==> config.mk <==
export PLATFORM = sky130hd
export DESIGN_NAME = cqp_queue_ptrs
export DESIGN_NICKNAME = d
export VERILOG_FILES = /design/src/rtl/cqp_pkg.sv /design/src/rtl/cqp_ptr.sv /design/src/rtl/cqp_err_field.sv /design/src/rtl/cqp_status.sv /design/src/rtl/cqp_queue_ptrs.sv
export SDC_FILE = /design/constraint.sdc
export NUM_CORES = 1
export LEC_CHECK = 0
export BUFFER_PORTS_ARGS = -buffer_cell sky130_fd_sc_hd__buf_4
export CAP_MARGIN = 20
export CORE_ASPECT_RATIO = 1.1
export CORE_MARGIN = 1.5
export CORE_UTILIZATION = 50
export DETAILED_ROUTE_END_ITERATION = 10
export PLACE_DENSITY_LB_ADDON = 0.08
export SYNTH_ARGS = -nofsm -noshare
export SYNTH_HDL_FRONTEND = slang
export SYNTH_HIERARCHICAL = 1
export SYNTH_SLANG_ARGS = --single-unit
==> constraint.sdc <==
create_clock -name clk -period 13.77 [get_ports clk]
set_input_delay 2.0655 -clock clk [delete_from_list [all_inputs] [get_ports clk]]
set_output_delay 2.0655 -clock clk [all_outputs]
set_load 0.01 [all_outputs]
==> src/rtl/cqp_pkg.sv <==
package cqp_pkg;

  // register select encoding on the software port
  typedef enum logic [2:0] {
    SEL_BASE_LO = 3'd0,
    SEL_BASE_HI = 3'd1,
    SEL_LOG2    = 3'd2,
    SEL_PROD    = 3'd3,
    SEL_CONS    = 3'd4,
    SEL_CTRL    = 3'd5
  } reg_sel_e;

  // error codes kept in the consumer word
  typedef enum logic [6:0] {
    ERR_NONE     = 7'd0,
    ERR_ILLEGAL  = 7'd1,
    ERR_ABORT    = 7'd2,
    ERR_SYNC_INV = 7'd3
  } err_code_e;

  localparam int ERR_LSB = 24;
  localparam int ERR_W   = 7;
  localparam int ADDR_W  = 64;
  // base keeps address bits [51:6]
  localparam logic [ADDR_W-1:0] BASE_MASK = ((64'd1 << 52) - 64'd1) & ~64'h3F;

endpackage

==> src/rtl/cqp_ptr.sv <==
module cqp_ptr #(
  parameter int PTR_W = 20
) (
  input  logic             clk,
  input  logic             rst_n,
  input  logic             sw_wr,
  input  logic [PTR_W-1:0] sw_val,
  input  logic [PTR_W-1:0] wim,
  input  logic             inc_req,
  input  logic             inc_ok,
  output logic [PTR_W-1:0] ptr_o
);

  logic [PTR_W-1:0] ptr_q;
  logic [PTR_W-1:0] ptr_d;
  logic             ptr_en;

  always_comb begin
    ptr_en = sw_wr | (inc_req & inc_ok);
    if (sw_wr) ptr_d = sw_val & wim;
    else       ptr_d = (ptr_q + 1'b1) & wim;
  end

  always_ff @(posedge clk or negedge rst_n) begin
    if (!rst_n)      ptr_q <= '0;
    else if (ptr_en) ptr_q <= ptr_d;
  end

  assign ptr_o = ptr_q;

  // a refused step leaves the pointer alone
  a_r7_refused_inc_holds: assert property (@(posedge clk) disable iff (!rst_n)
    (inc_req && !inc_ok && !sw_wr) |=> $stable(ptr_q));

  // pointer moves only on a step or a software write
  a_r4_ptr_moves_only_on_event: assert property (@(posedge clk) disable iff (!rst_n)
    (!inc_req && !sw_wr) |=> $stable(ptr_q));

endmodule

==> src/rtl/cqp_err_field.sv <==
module cqp_err_field #(
  parameter int ERR_W = 7
) (
  input  logic             clk,
  input  logic             rst_n,
  input  logic             sw_wr,
  input  logic [ERR_W-1:0] sw_val,
  input  logic             set_en,
  input  logic [ERR_W-1:0] set_val,
  output logic [ERR_W-1:0] err_o
);

  logic [ERR_W-1:0] err_q;
  logic [ERR_W-1:0] err_d;
  logic             err_en;

  always_comb begin
    err_en = sw_wr | set_en;
    err_d  = sw_wr ? sw_val : set_val;
  end

  always_ff @(posedge clk or negedge rst_n) begin
    if (!rst_n)      err_q <= '0;
    else if (err_en) err_q <= err_d;
  end

  assign err_o = err_q;

  // nothing but the two writers touches the code
  a_r5_err_undisturbed: assert property (@(posedge clk) disable iff (!rst_n)
    (!sw_wr && !set_en) |=> $stable(err_q));

endmodule

==> src/rtl/cqp_status.sv <==
module cqp_status #(
  parameter int MAX_LOG2    = 19,
  parameter int ENTRY_BYTES = 16,
  parameter int ADDR_W      = 64,
  localparam int PTR_W      = MAX_LOG2 + 1,
  localparam int LOG2_W     = $clog2(MAX_LOG2 + 1)
) (
  input  logic              clk,
  input  logic              rst_n,
  input  logic [LOG2_W-1:0] log2_sz,
  input  logic [ADDR_W-1:0] base_m,
  input  logic [PTR_W-1:0]  prod,
  input  logic [PTR_W-1:0]  cons,
  output logic [PTR_W-1:0]  wim_o,
  output logic              full_c_o,
  output logic              empty_c_o,
  output logic              full_o,
  output logic              empty_o,
  output logic [ADDR_W-1:0] rd_addr_o,
  output logic [ADDR_W-1:0] wr_addr_o
);

  logic [LOG2_W-1:0] shamt;
  logic [PTR_W-1:0]  wim, idx_mask, wrap_bit, diff;
  logic              full_c, empty_c;
  logic [ADDR_W-1:0] rd_addr_d, wr_addr_d;
  logic              full_q, empty_q;
  logic [ADDR_W-1:0] rd_addr_q, wr_addr_q;

  always_comb begin
    shamt     = LOG2_W'(MAX_LOG2) - log2_sz;
    wim       = {PTR_W{1'b1}} >> shamt;
    idx_mask  = wim >> 1;
    wrap_bit  = idx_mask + 1'b1;
    diff      = (prod ^ cons) & wim;
    full_c    = (diff == wrap_bit);
    empty_c   = (diff == '0);
    rd_addr_d = base_m + ADDR_W'(cons & idx_mask) * ADDR_W'(ENTRY_BYTES);
    wr_addr_d = base_m + ADDR_W'(prod & idx_mask) * ADDR_W'(ENTRY_BYTES);
  end

  always_ff @(posedge clk or negedge rst_n) begin
    if (!rst_n) begin
      full_q    <= 1'b0;
      empty_q   <= 1'b1;
      rd_addr_q <= '0;
      wr_addr_q <= '0;
    end else begin
      full_q    <= full_c;
      empty_q   <= empty_c;
      rd_addr_q <= rd_addr_d;
      wr_addr_q <= wr_addr_d;
    end
  end

  assign wim_o     = wim;
  assign full_c_o  = full_c;
  assign empty_c_o = empty_c;
  assign full_o    = full_q;
  assign empty_o   = empty_q;
  assign rd_addr_o = rd_addr_q;
  assign wr_addr_o = wr_addr_q;

  // the registered flags never both assert
  a_r3_full_empty_exclusive: assert property (@(posedge clk) disable iff (!rst_n)
    !(full_q && empty_q));

endmodule

==> src/rtl/cqp_queue_ptrs.sv <==
module cqp_queue_ptrs
  import cqp_pkg::*;
#(
  parameter int MAX_LOG2    = 19,
  parameter int ENTRY_BYTES = 16
) (
  input  logic        clk,
  input  logic        rst_n,
  input  logic        wr_en,
  input  logic [2:0]  wr_sel,
  input  logic [31:0] wr_data,
  input  logic [2:0]  rd_sel,
  output logic [31:0] rd_data,
  input  logic        prod_inc,
  input  logic        cons_inc,
  input  logic        err_set,
  input  logic [6:0]  err_code,
  output logic        q_enable,
  output logic        q_full,
  output logic        q_empty,
  output logic        q_overflow,
  output logic [63:0] rd_entry_addr,
  output logic [63:0] wr_entry_addr
);

  localparam int PTR_W  = MAX_LOG2 + 1;
  localparam int LOG2_W = $clog2(MAX_LOG2 + 1);

  logic [31:0]       base_lo_q, base_hi_q;
  logic [LOG2_W-1:0] log2_q, log2_d;
  logic              en_q, ovf_q, ovf_d, ovf_en;
  logic              wr_lo, wr_hi, wr_log2, wr_prod, wr_cons, wr_ctrl;
  logic [ADDR_W-1:0] base_m;
  logic [PTR_W-1:0]  wim, prod_ptr, cons_ptr;
  logic              full_c, empty_c;
  logic [ERR_W-1:0]  err_val;

  // write decode
  always_comb begin
    wr_lo   = wr_en && (wr_sel == SEL_BASE_LO);
    wr_hi   = wr_en && (wr_sel == SEL_BASE_HI);
    wr_log2 = wr_en && (wr_sel == SEL_LOG2);
    wr_prod = wr_en && (wr_sel == SEL_PROD);
    wr_cons = wr_en && (wr_sel == SEL_CONS);
    wr_ctrl = wr_en && (wr_sel == SEL_CTRL);
  end

  // next-state for the configuration and overflow registers
  always_comb begin
    if (wr_data > 32'(MAX_LOG2)) log2_d = LOG2_W'(MAX_LOG2);
    else                         log2_d = wr_data[LOG2_W-1:0];
    ovf_en = wr_prod | (prod_inc & full_c);
    ovf_d  = ~wr_prod;
  end

  always_ff @(posedge clk or negedge rst_n) begin
    if (!rst_n) begin
      base_lo_q <= '0;
      base_hi_q <= '0;
      log2_q    <= '0;
      en_q      <= 1'b0;
      ovf_q     <= 1'b0;
    end else begin
      if (wr_lo)   base_lo_q <= wr_data;
      if (wr_hi)   base_hi_q <= wr_data;
      if (wr_log2) log2_q    <= log2_d;
      if (wr_ctrl) en_q      <= wr_data[0];
      if (ovf_en)  ovf_q     <= ovf_d;
    end
  end

  assign base_m = {base_hi_q, base_lo_q} & BASE_MASK;

  cqp_status #(
    .MAX_LOG2   (MAX_LOG2),
    .ENTRY_BYTES(ENTRY_BYTES),
    .ADDR_W     (ADDR_W)
  ) u_status (
    .clk      (clk),
    .rst_n    (rst_n),
    .log2_sz  (log2_q),
    .base_m   (base_m),
    .prod     (prod_ptr),
    .cons     (cons_ptr),
    .wim_o    (wim),
    .full_c_o (full_c),
    .empty_c_o(empty_c),
    .full_o   (q_full),
    .empty_o  (q_empty),
    .rd_addr_o(rd_entry_addr),
    .wr_addr_o(wr_entry_addr)
  );

  cqp_ptr #(.PTR_W(PTR_W)) u_prod (
    .clk    (clk),
    .rst_n  (rst_n),
    .sw_wr  (wr_prod),
    .sw_val (wr_data[PTR_W-1:0]),
    .wim    (wim),
    .inc_req(prod_inc),
    .inc_ok (~full_c),
    .ptr_o  (prod_ptr)
  );

  cqp_ptr #(.PTR_W(PTR_W)) u_cons (
    .clk    (clk),
    .rst_n  (rst_n),
    .sw_wr  (wr_cons),
    .sw_val (wr_data[PTR_W-1:0]),
    .wim    (wim),
    .inc_req(cons_inc),
    .inc_ok (~empty_c),
    .ptr_o  (cons_ptr)
  );

  cqp_err_field #(.ERR_W(ERR_W)) u_err (
    .clk    (clk),
    .rst_n  (rst_n),
    .sw_wr  (wr_cons),
    .sw_val (wr_data[ERR_LSB+ERR_W-1:ERR_LSB]),
    .set_en (err_set),
    .set_val(err_code),
    .err_o  (err_val)
  );

  // read mux
  always_comb begin
    case (rd_sel)
      SEL_BASE_LO: rd_data = base_lo_q;
      SEL_BASE_HI: rd_data = base_hi_q;
      SEL_LOG2:    rd_data = 32'(log2_q);
      SEL_PROD:    rd_data = 32'(prod_ptr);
      SEL_CONS:    rd_data = 32'(cons_ptr) | (32'(err_val) << ERR_LSB);
      SEL_CTRL:    rd_data = {31'd0, en_q};
      default:     rd_data = '0;
    endcase
  end

  assign q_enable   = en_q;
  assign q_overflow = ovf_q;

  // overflow flag holds until a producer write
  a_r6_overflow_sticky: assert property (@(posedge clk) disable iff (!rst_n)
    (ovf_q && !wr_prod) |=> ovf_q);

  // stored depth never exceeds the limit
  a_r9_size_within_max: assert property (@(posedge clk) disable iff (!rst_n)
    (32'(log2_q) <= 32'(MAX_LOG2)));

endmodule

==> metrics.json, run 1 <==
{
  "status": "finished, final reports clean",
  "synth_seq_area_share_pct": 37.8,
  "grt_start_max_net_pins": 109,
  "clkLatencyLatePin_ns": 0.55,
  "min-delay-path-class": "flop to flop",
  "ioPinCount": 215,
  "placement.cell_area_um2": 18100,
  "synth_warnings": 6,
  "drt-wirelength-per-cell_um": 22.9,
  "fraction_of_layout_instances_using_a_drive_strength_above_1_pct": 21.6,
  "critPathCaptureType": "flop",
  "max_slew.worst_pin.slew_ns": 1.18,
  "first_pass_grt_wire_length_um": 80700,
  "core-area_um2": 31600,
  "cts_made_buffers": 27,
  "timing.final.setup_violations": 0,
  "initial_antenna_violation_count": 1,
  "syn_area_um2": 16200,
  "synth.most_common_cell": "dfrtp_1",
  "terminus_of_the_critical_flop_to_flop_path": "u_prod/ptr_o[19]",
  "final_hold_viol_count": 0,
  "worst_setup_hold_path_clk_slew_ns": 0.07,
  "postSynth.topFlopCell": "dfrtp_1",
  "post_cts.repair.setup_buffers": 0,
  "tritoncts": "done",
  "maximum_vdd_drop_v": 0.000136,
  "syn_inst": 1700,
  "grt_setup_unrepaired": "no",
  "clock-root-buffer": "clkbuf_16",
  "first_global_vias": 13639,
  "fmaxAchievable_ghz": 0.163,
  "place.gp.congestion": 0.932,
  "io_buffers": 214,
  "finalMaxSlewViolations": 0,
  "final.period_utilization_pct": 44.4,
  "detail_route.drc_violations": 0,
  "leakagePower_nw": 8.24,
  "post_cts_hold_buffer_count": 0,
  "final_net_count": 1996,
  "global_route.usage.total_pct": 31.3,
  "fin_setup_tns_ns": 0,
  "finalWirelength_um": 53600,
  "grt_remaining_overflow": 0,
  "reg2reg_setup_slack_ns": 7.65,
  "max_cap_violations": 0,
  "fp.dieArea_um2": 33400,
  "num_vias": 14618,
  "timing.critical_path.to": "u_prod/ptr_o[19]",
  "die_w_um": 174,
  "place_worst_setup_slack_ns": 7.80,
  "start_util_pct": 51.2,
  "yosys_register_bits": 244,
  "final_cell_area_um2": 19000,
  "setup.worst_path.class": "flop to flop",
  "cts_max_path_buffers": 3,
  "synth_async_sr_flop_share_pct": 100,
  "clock_tree.htree_level_count": 1,
  "synth_commonest_cells": "243 x dfrtp_1, 123 x nand2_1, 94 x nand3_1",
  "critPathLaunchType": "flop",
  "drt-vias-per-instance": 6.25,
  "timing.final.crit_period_ns": 6.12,
  "synth-edff-count": 0,
  "crit_path_start": "log2_q[2]",
  "synth_cell_types": 94,
  "finalCoreUtilization_pct": 60.2,
  "power.density_nw_per_um2": 169,
  "crit_path_max_fanout": 32,
  "timing.critical_path.required_ns": 14.19,
  "synthTopCellsByArea": "dfrtp_1 38%, mux2_2 5.2%, xnor2_1 4.4%",
  "drt_pass1_iterations": 7,
  "numClockSinks": 244,
  "first_iter_violations": 1268,
  "crit-reg2reg-launch": "log2_q[2]",
  "chipHeight_um": 192,
  "worst_r2r_path_depth": 17,
  "synth_top_area_share_pct": 37.6,
  "arrival_time_at_the_worst_endpoint_ns": 6.54,
  "finClkSkew_ns": 0.0126,
  "avgSynthCellArea_um2": 9.50,
  "setup_slack_ns": 7.65,
  "synthDominantAreaCellType": "dfrtp_1",
  "cts_repair_resized_insts": 0,
  "max_slew_margin_pct": 21.0,
  "area_delta_synth_final_pct": 17.5,
  "detail-route-antenna-nets": 0,
  "place.detailed.hpwl_um": 38700,
  "std_cell_rows": 68,
  "antenna_cells": 0
}
## registers in the layout (all words and copies together) (netlist names)
| register | count |
|---|---|
| q_enable | 1 |
| base_hi_q | 32 |
| u_status/rd_addr_o | 64 |
| log2_q | 5 |
| u_status/wr_addr_o | 60 |
| u_prod/ptr_o | 20 |
| u_err/err_o | 7 |
| u_cons/ptr_o | 20 |
| q_overflow | 1 |
| u_status/empty_o | 1 |
| u_status/full_o | 1 |
| base_lo_q | 32 |
## metrics by stage
stage / total power [mW] / hold WS (ns) / instances
final: 3.20 / 0.492 / 2340
after global routing: 3.37 / 0.522 / 2340
after CTS: 3.20 / 0.498 / 2339
after detailed placement: 2.45 / 0.483 / 2289
after global placement: 2.43 / 0.472 / 2289
after floorplan: 1.91 / 0.459 / 1746
## metal layers
metal,global-route usage (%),vias to the layer above,share of wire [%]
met5,0,-,0
met4,12.9,0,3.8
met3,3.82,126,6.4
met2,53.5,613,49
met1,40.3,7217,41
li1,-,6662,-
## cell families (layout without fill, tap and decap cells)
kind of cell	Yosys count	in the layout	synth area share (%)
other cells	1	47	0.0232
simple gates	636	636	23.4
compound gates	382	382	16.1
flops	244	244	37.8
buf+inv	163	337	4.93
fa+ha+maj	46	46	3.66
xor+xnor	127	127	7.02
mux	101	101	7.12
## worst max-delay path: stages, from the launching register on
cell and delay (ns):
dfrtp_1 0.63, inv_1 0.17, ha_1 0.77, o21ai_1 0.72, ha_1 0.41, inv_1 0.10, a311oi_1 0.42, nand4_1 0.17
xnor2_1 0.20, and4_1 0.21, a211oi_1 0.07, a2111oi_2 0.58, inv_1 0.12, nand2_1 0.72, nor3b_1 0.12, and4_1 0.25
a211oi_1 0.22, o21ai_1 0.09
## worst min path at each step
| stage | startpoint | end | slack, ns | cells after the start |
|---|---|---|---|---|
| after floorplan | base_lo_q[5] | base_lo_q[5] | 0.46 | 1 |
| after global placement | base_lo_q[5] | base_lo_q[5] | 0.47 | 1 |
| after detailed placement | base_hi_q[20] | base_hi_q[20] | 0.48 | 1 |
| after CTS | base_hi_q[20] | base_hi_q[20] | 0.50 | 1 |
| after global routing | base_hi_q[26] | base_hi_q[26] | 0.52 | 1 |
| final | base_hi_q[20] | base_hi_q[20] | 0.49 | 1 |
## report_power, final
group	switching [mW]	leakage, nW	internal (mW)
clock network	0.305	0.453	0.439
logic	0.737	4.91	0.579
registers	0.235	2.87	0.908
total	1.28	8.24	1.93
## final cells by class
type / count / area, um^2
Tap cell: 420 / 526
Clock inverter: 15 / 168
Inverter: 48 / 180
Multi-Input combinational cell: 1339 / 9460
Timing Repair Buffer: 239 / 1800
Clock buffer: 35 / 746
Fill cell: 2727 / 12600
Sequential cell: 244 / 6110
## cells in the final DEF, fill, tap and decap left out, types with 22 or more instances in the layout
cell type	Yosys	layout
nor4_1	25	25
and3_1	41	41
conb_1	1	47
nor3b_1	45	44
xor2_1	44	44
a21oi_1	81	80
a31oi_1	23	22
xnor2_1	81	81
and2_1	37	37
nand4_1	34	34
and4_1	24	24
nand3_1	94	94
nor3_1	33	32
clkbuf_16	0	27
dfrtp_1	243	243
ha_1	44	44
nor2_1	60	59
mux2_2	74	74
o21ai_0	45	45
buf_4	11	238
nand2_1	123	123
inv_1	46	46
o21ai_1	42	42
(Power assumes the default switching activity.)
==> run 2: changes to the inputs <==
- clock period: 13.77 -> 5.62 ns (I/O delays scaled with it)
==> run 2 against run 1 <==
  * Sequential share of layout area decreased by 0.40 points
  * Non-clock buffer count increased by 25
  * First-iteration DRC count increased by 3.6%
  * Critical endpoint is now u_prod/ptr_o[15]
  * Highest routed layer unchanged
  * Die area unchanged
  * Critical path type unchanged
  * Clock power increased by 150%
==> metrics.json, run 2 (synthesized netlist as in run 1, its figures left out) <==
{
  "post_cts.repair.setup_buffers": {"value": 0, "change": "unchanged"},
  "first_global_vias": {"value": 13986, "change": "+2.5%"},
  "worst_setup_hold_path_clk_slew": {"value": 0.06, "unit": "ns", "change": "about the same"},
  "crit_path_max_fanout": {"value": 21, "change": "-34%"},
  "cts_made_buffers": {"value": 28, "change": "+3.7%"},
  "drt-vias-per-instance": {"value": 6.23, "change": "-0.29%"},
  "clock_tree.htree_level_count": {"value": 1, "change": "unchanged"},
  "finalWirelength": {"value": 55100, "unit": "um", "change": "+2.8%"},
  "final_hold_viol_count": {"value": 0, "change": "unchanged"},
  "first_iter_violations": {"value": 1314, "change": "+3.6%"},
  "leakagePower": {"value": 8.37, "unit": "nW", "change": "+1.6%"},
  "grt_setup_unrepaired": "no",
  "grt_start_max_net_pins": {"value": 101, "change": "-7.3%"},
  "critPathLaunchType": "flop",
  "tritoncts": "done",
  "fp.dieArea": {"value": 33400, "unit": "um^2", "change": "unchanged"},
  "layout.cells.most_common": "buf_4",
  "antenna_cells": {"value": 0, "change": "unchanged"},
  "cts_repair_resized_insts": {"value": 0, "change": "unchanged"},
  "global_route.usage.total": {"value": 32.8, "unit": "%", "change": "+1.5 points"},
  "arrival_time_at_the_worst_endpoint": {"value": 5.38, "unit": "ns", "change": "-1.16 ns"},
  "status": "finished, final reports clean",
  "numClockSinks": {"value": 244, "change": "unchanged"},
  "max_slew_margin": {"value": 24.4, "unit": "%", "change": "+3.5 points"},
  "crit_path_max_incr_delay": {"value": 0.78, "unit": "ns", "change": "about the same"},
  "setup.worst_path.class": "flop to flop",
  "io_buffers": {"value": 214, "change": "unchanged"},
  "finalMaxSlewViolations": {"value": 0, "change": "unchanged"},
  "place_worst_setup_slack": {"value": 0.851, "unit": "ns", "change": "-6.95 ns"},
  "final_net_count": {"value": 2022, "change": "+1.3%"},
  "critPathCaptureType": "flop",
  "area_delta_synth_final_pct": 19.0,
  "start_util": {"value": 51.2, "unit": "%", "change": "unchanged"},
  "first_pass_grt_wire_length": {"value": 83500, "unit": "um", "change": "+3.5%"},
  "setup_slack": {"value": 0.703, "unit": "ns", "change": "-6.95 ns"},
  "std_cell_rows": {"value": 68, "change": "unchanged"},
  "max_cap_violations": {"value": 0, "change": "unchanged"},
  "chipHeight": {"value": 192, "unit": "um", "change": "unchanged"},
  "fin_setup_tns": {"value": 0, "unit": "ns", "change": "unchanged"},
  "grt_remaining_overflow": {"value": 0, "change": "unchanged"},
  "post_cts_hold_buffer_count": {"value": 0, "change": "unchanged"},
  "buffers_inverters_on_critical_path": {"value": 2, "change": "-1"},
  "layout.cells.most_common_list": "259 x buf_4, 243 x dfrtp_1, 123 x nand2_1",
  "finClkSkew": {"value": 0.0269, "unit": "ns", "change": "+0.0143 ns"},
  "detail_route.drc_violations": {"value": 0, "change": "unchanged"},
  "place.detailed.hpwl": {"value": 40500, "unit": "um", "change": "+4.5%"},
  "clock-root-buffer": "clkbuf_16",
  "max_slew.worst_pin.slew": {"value": 1.13, "unit": "ns", "change": "-0.0486 ns"},
  "drt-wirelength-per-cell": {"value": 23.3, "unit": "um", "change": "+1.6%"},
  "num_vias": {"value": 14744, "change": "+0.86%"},
  "cp_slowest_cell": "xor2_2",
  "power.density": {"value": 412, "unit": "nW/um^2", "change": "+140%"},
  "cp_top_family": "compound AO/OA/AOI/OAI gates",
  "final.period_utilization": {"value": 87.5, "unit": "%", "change": "+43 points"},
  "maximum_vdd_drop": {"value": 0.000292, "unit": "V", "change": "+120%"},
  "timing.critical_path.required": {"value": 6.08, "unit": "ns", "change": "-8.11 ns"},
  "die_w": {"value": 174, "unit": "um", "change": "unchanged"},
  "drt_pass1_iterations": {"value": 6, "change": "-1"},
  "timing.final.setup_violations": {"value": 0, "change": "unchanged"},
  "fmaxAchievable": {"value": 0.203, "unit": "GHz", "change": "+24%"},
  "fraction_of_layout_instances_using_a_drive_strength_above_1": {"value": 22.7, "unit": "%", "change": "+1.1 points"},
  "largest_register_ff_count": {"value": 64, "change": "unchanged"},
  "crit_path_cell_trace": "inv_1 > ha_1 > xor2_2 > o21ai_1 > ha_1 > o2111ai_1 > nor2_1 > a2111oi_2 > o2111ai_1 > a2111oi_2 > inv_1 > nand2_1 > nor3b_1 > and4_1 > a211oi_1 > o21ai_1",
  "clkLatencyLatePin": {"value": 0.59, "unit": "ns", "change": "+0.04 ns"},
  "detail-route-antenna-nets": {"value": 0, "change": "unchanged"},
  "core-area": {"value": 31600, "unit": "um^2", "change": "unchanged"},
  "place.gp.congestion": {"value": 0.979, "change": "+5.0%"},
  "ioPinCount": {"value": 215, "change": "unchanged"},
  "min-delay-path-class": "primary input to async pin",
  "timing.final.crit_period": {"value": 4.92, "unit": "ns", "change": "-1.20 ns"},
  "cts_max_path_buffers": {"value": 3, "change": "unchanged"},
  "initial_antenna_violation_count": {"value": 0, "change": "-1"},
  "finalCoreUtilization": {"value": 60.9, "unit": "%", "change": "+0.76 points"}
}
==> run 2: changes by cell type in the layout (fill, tap and decap cells not counted), sizes merged <==
cell and change:
clkinv +1, bufinv -1, clkinvlp +2, buf +25
==> run 2: final timing paths <==
path,from,end,slack [ns],depth (start not counted)
max,log2_q[3],u_prod/ptr_o[15],0.70,16
min,rst_n,u_cons/ptr_o[8],0.28,1
min in group clk,base_hi_q[20],base_hi_q[20],0.49,1
min reg2reg,base_hi_q[20],base_hi_q[20],0.49,1
max reg2reg,log2_q[3],u_prod/ptr_o[15],0.70,16
max in group asynchronous,rst_n,u_status/wr_addr_o[54],4.15,2
==> run 2: final cells by class <==
type,count,area [um^2]
fill,2755,12300
multi-input combinational,1339,9460
sequential,244,6110
timing repair buffer,264,2020
clock buffer,35,767
tap,420,526
inverter,48,180
clock inverter,17,171
==> run 2: per-layer routing <==
metal | track usage [%] | up-vias | wire, um
met4 | 17.6 | 0 | 3170
met1 | 41.0 | 7176 | 21700
met2 | 55.6 | 687 | 26600
met3 | 3.86 | 155 | 3650
met5 | 0 | - | 0
li1 | - | 6726 | -
==> run 2: metrics by stage <==
| stage | power [mW] | area (um^2) | cells | hold WS, ns |
|---|---|---|---|---|
| after floorplan | 4.68 | 16300 | 1746 | 0.459 |
| after global placement | 6.02 | 18300 | 2313 | 0.468 |
| after detailed placement | 6.05 | 18300 | 2314 | 0.477 |
| after CTS | 7.91 | 19200 | 2366 | 0.292 |
| after global routing | 8.37 | 19200 | 2367 | 0.337 |
| final | 7.92 | 19200 | 2367 | 0.283 |
==> run 2: power breakdown <==
part	internal, mW	total [mW]	switching, mW
combinational	1.46	3.28	1.82
clock	1.06	1.83	0.770
sequential	2.23	2.81	0.583
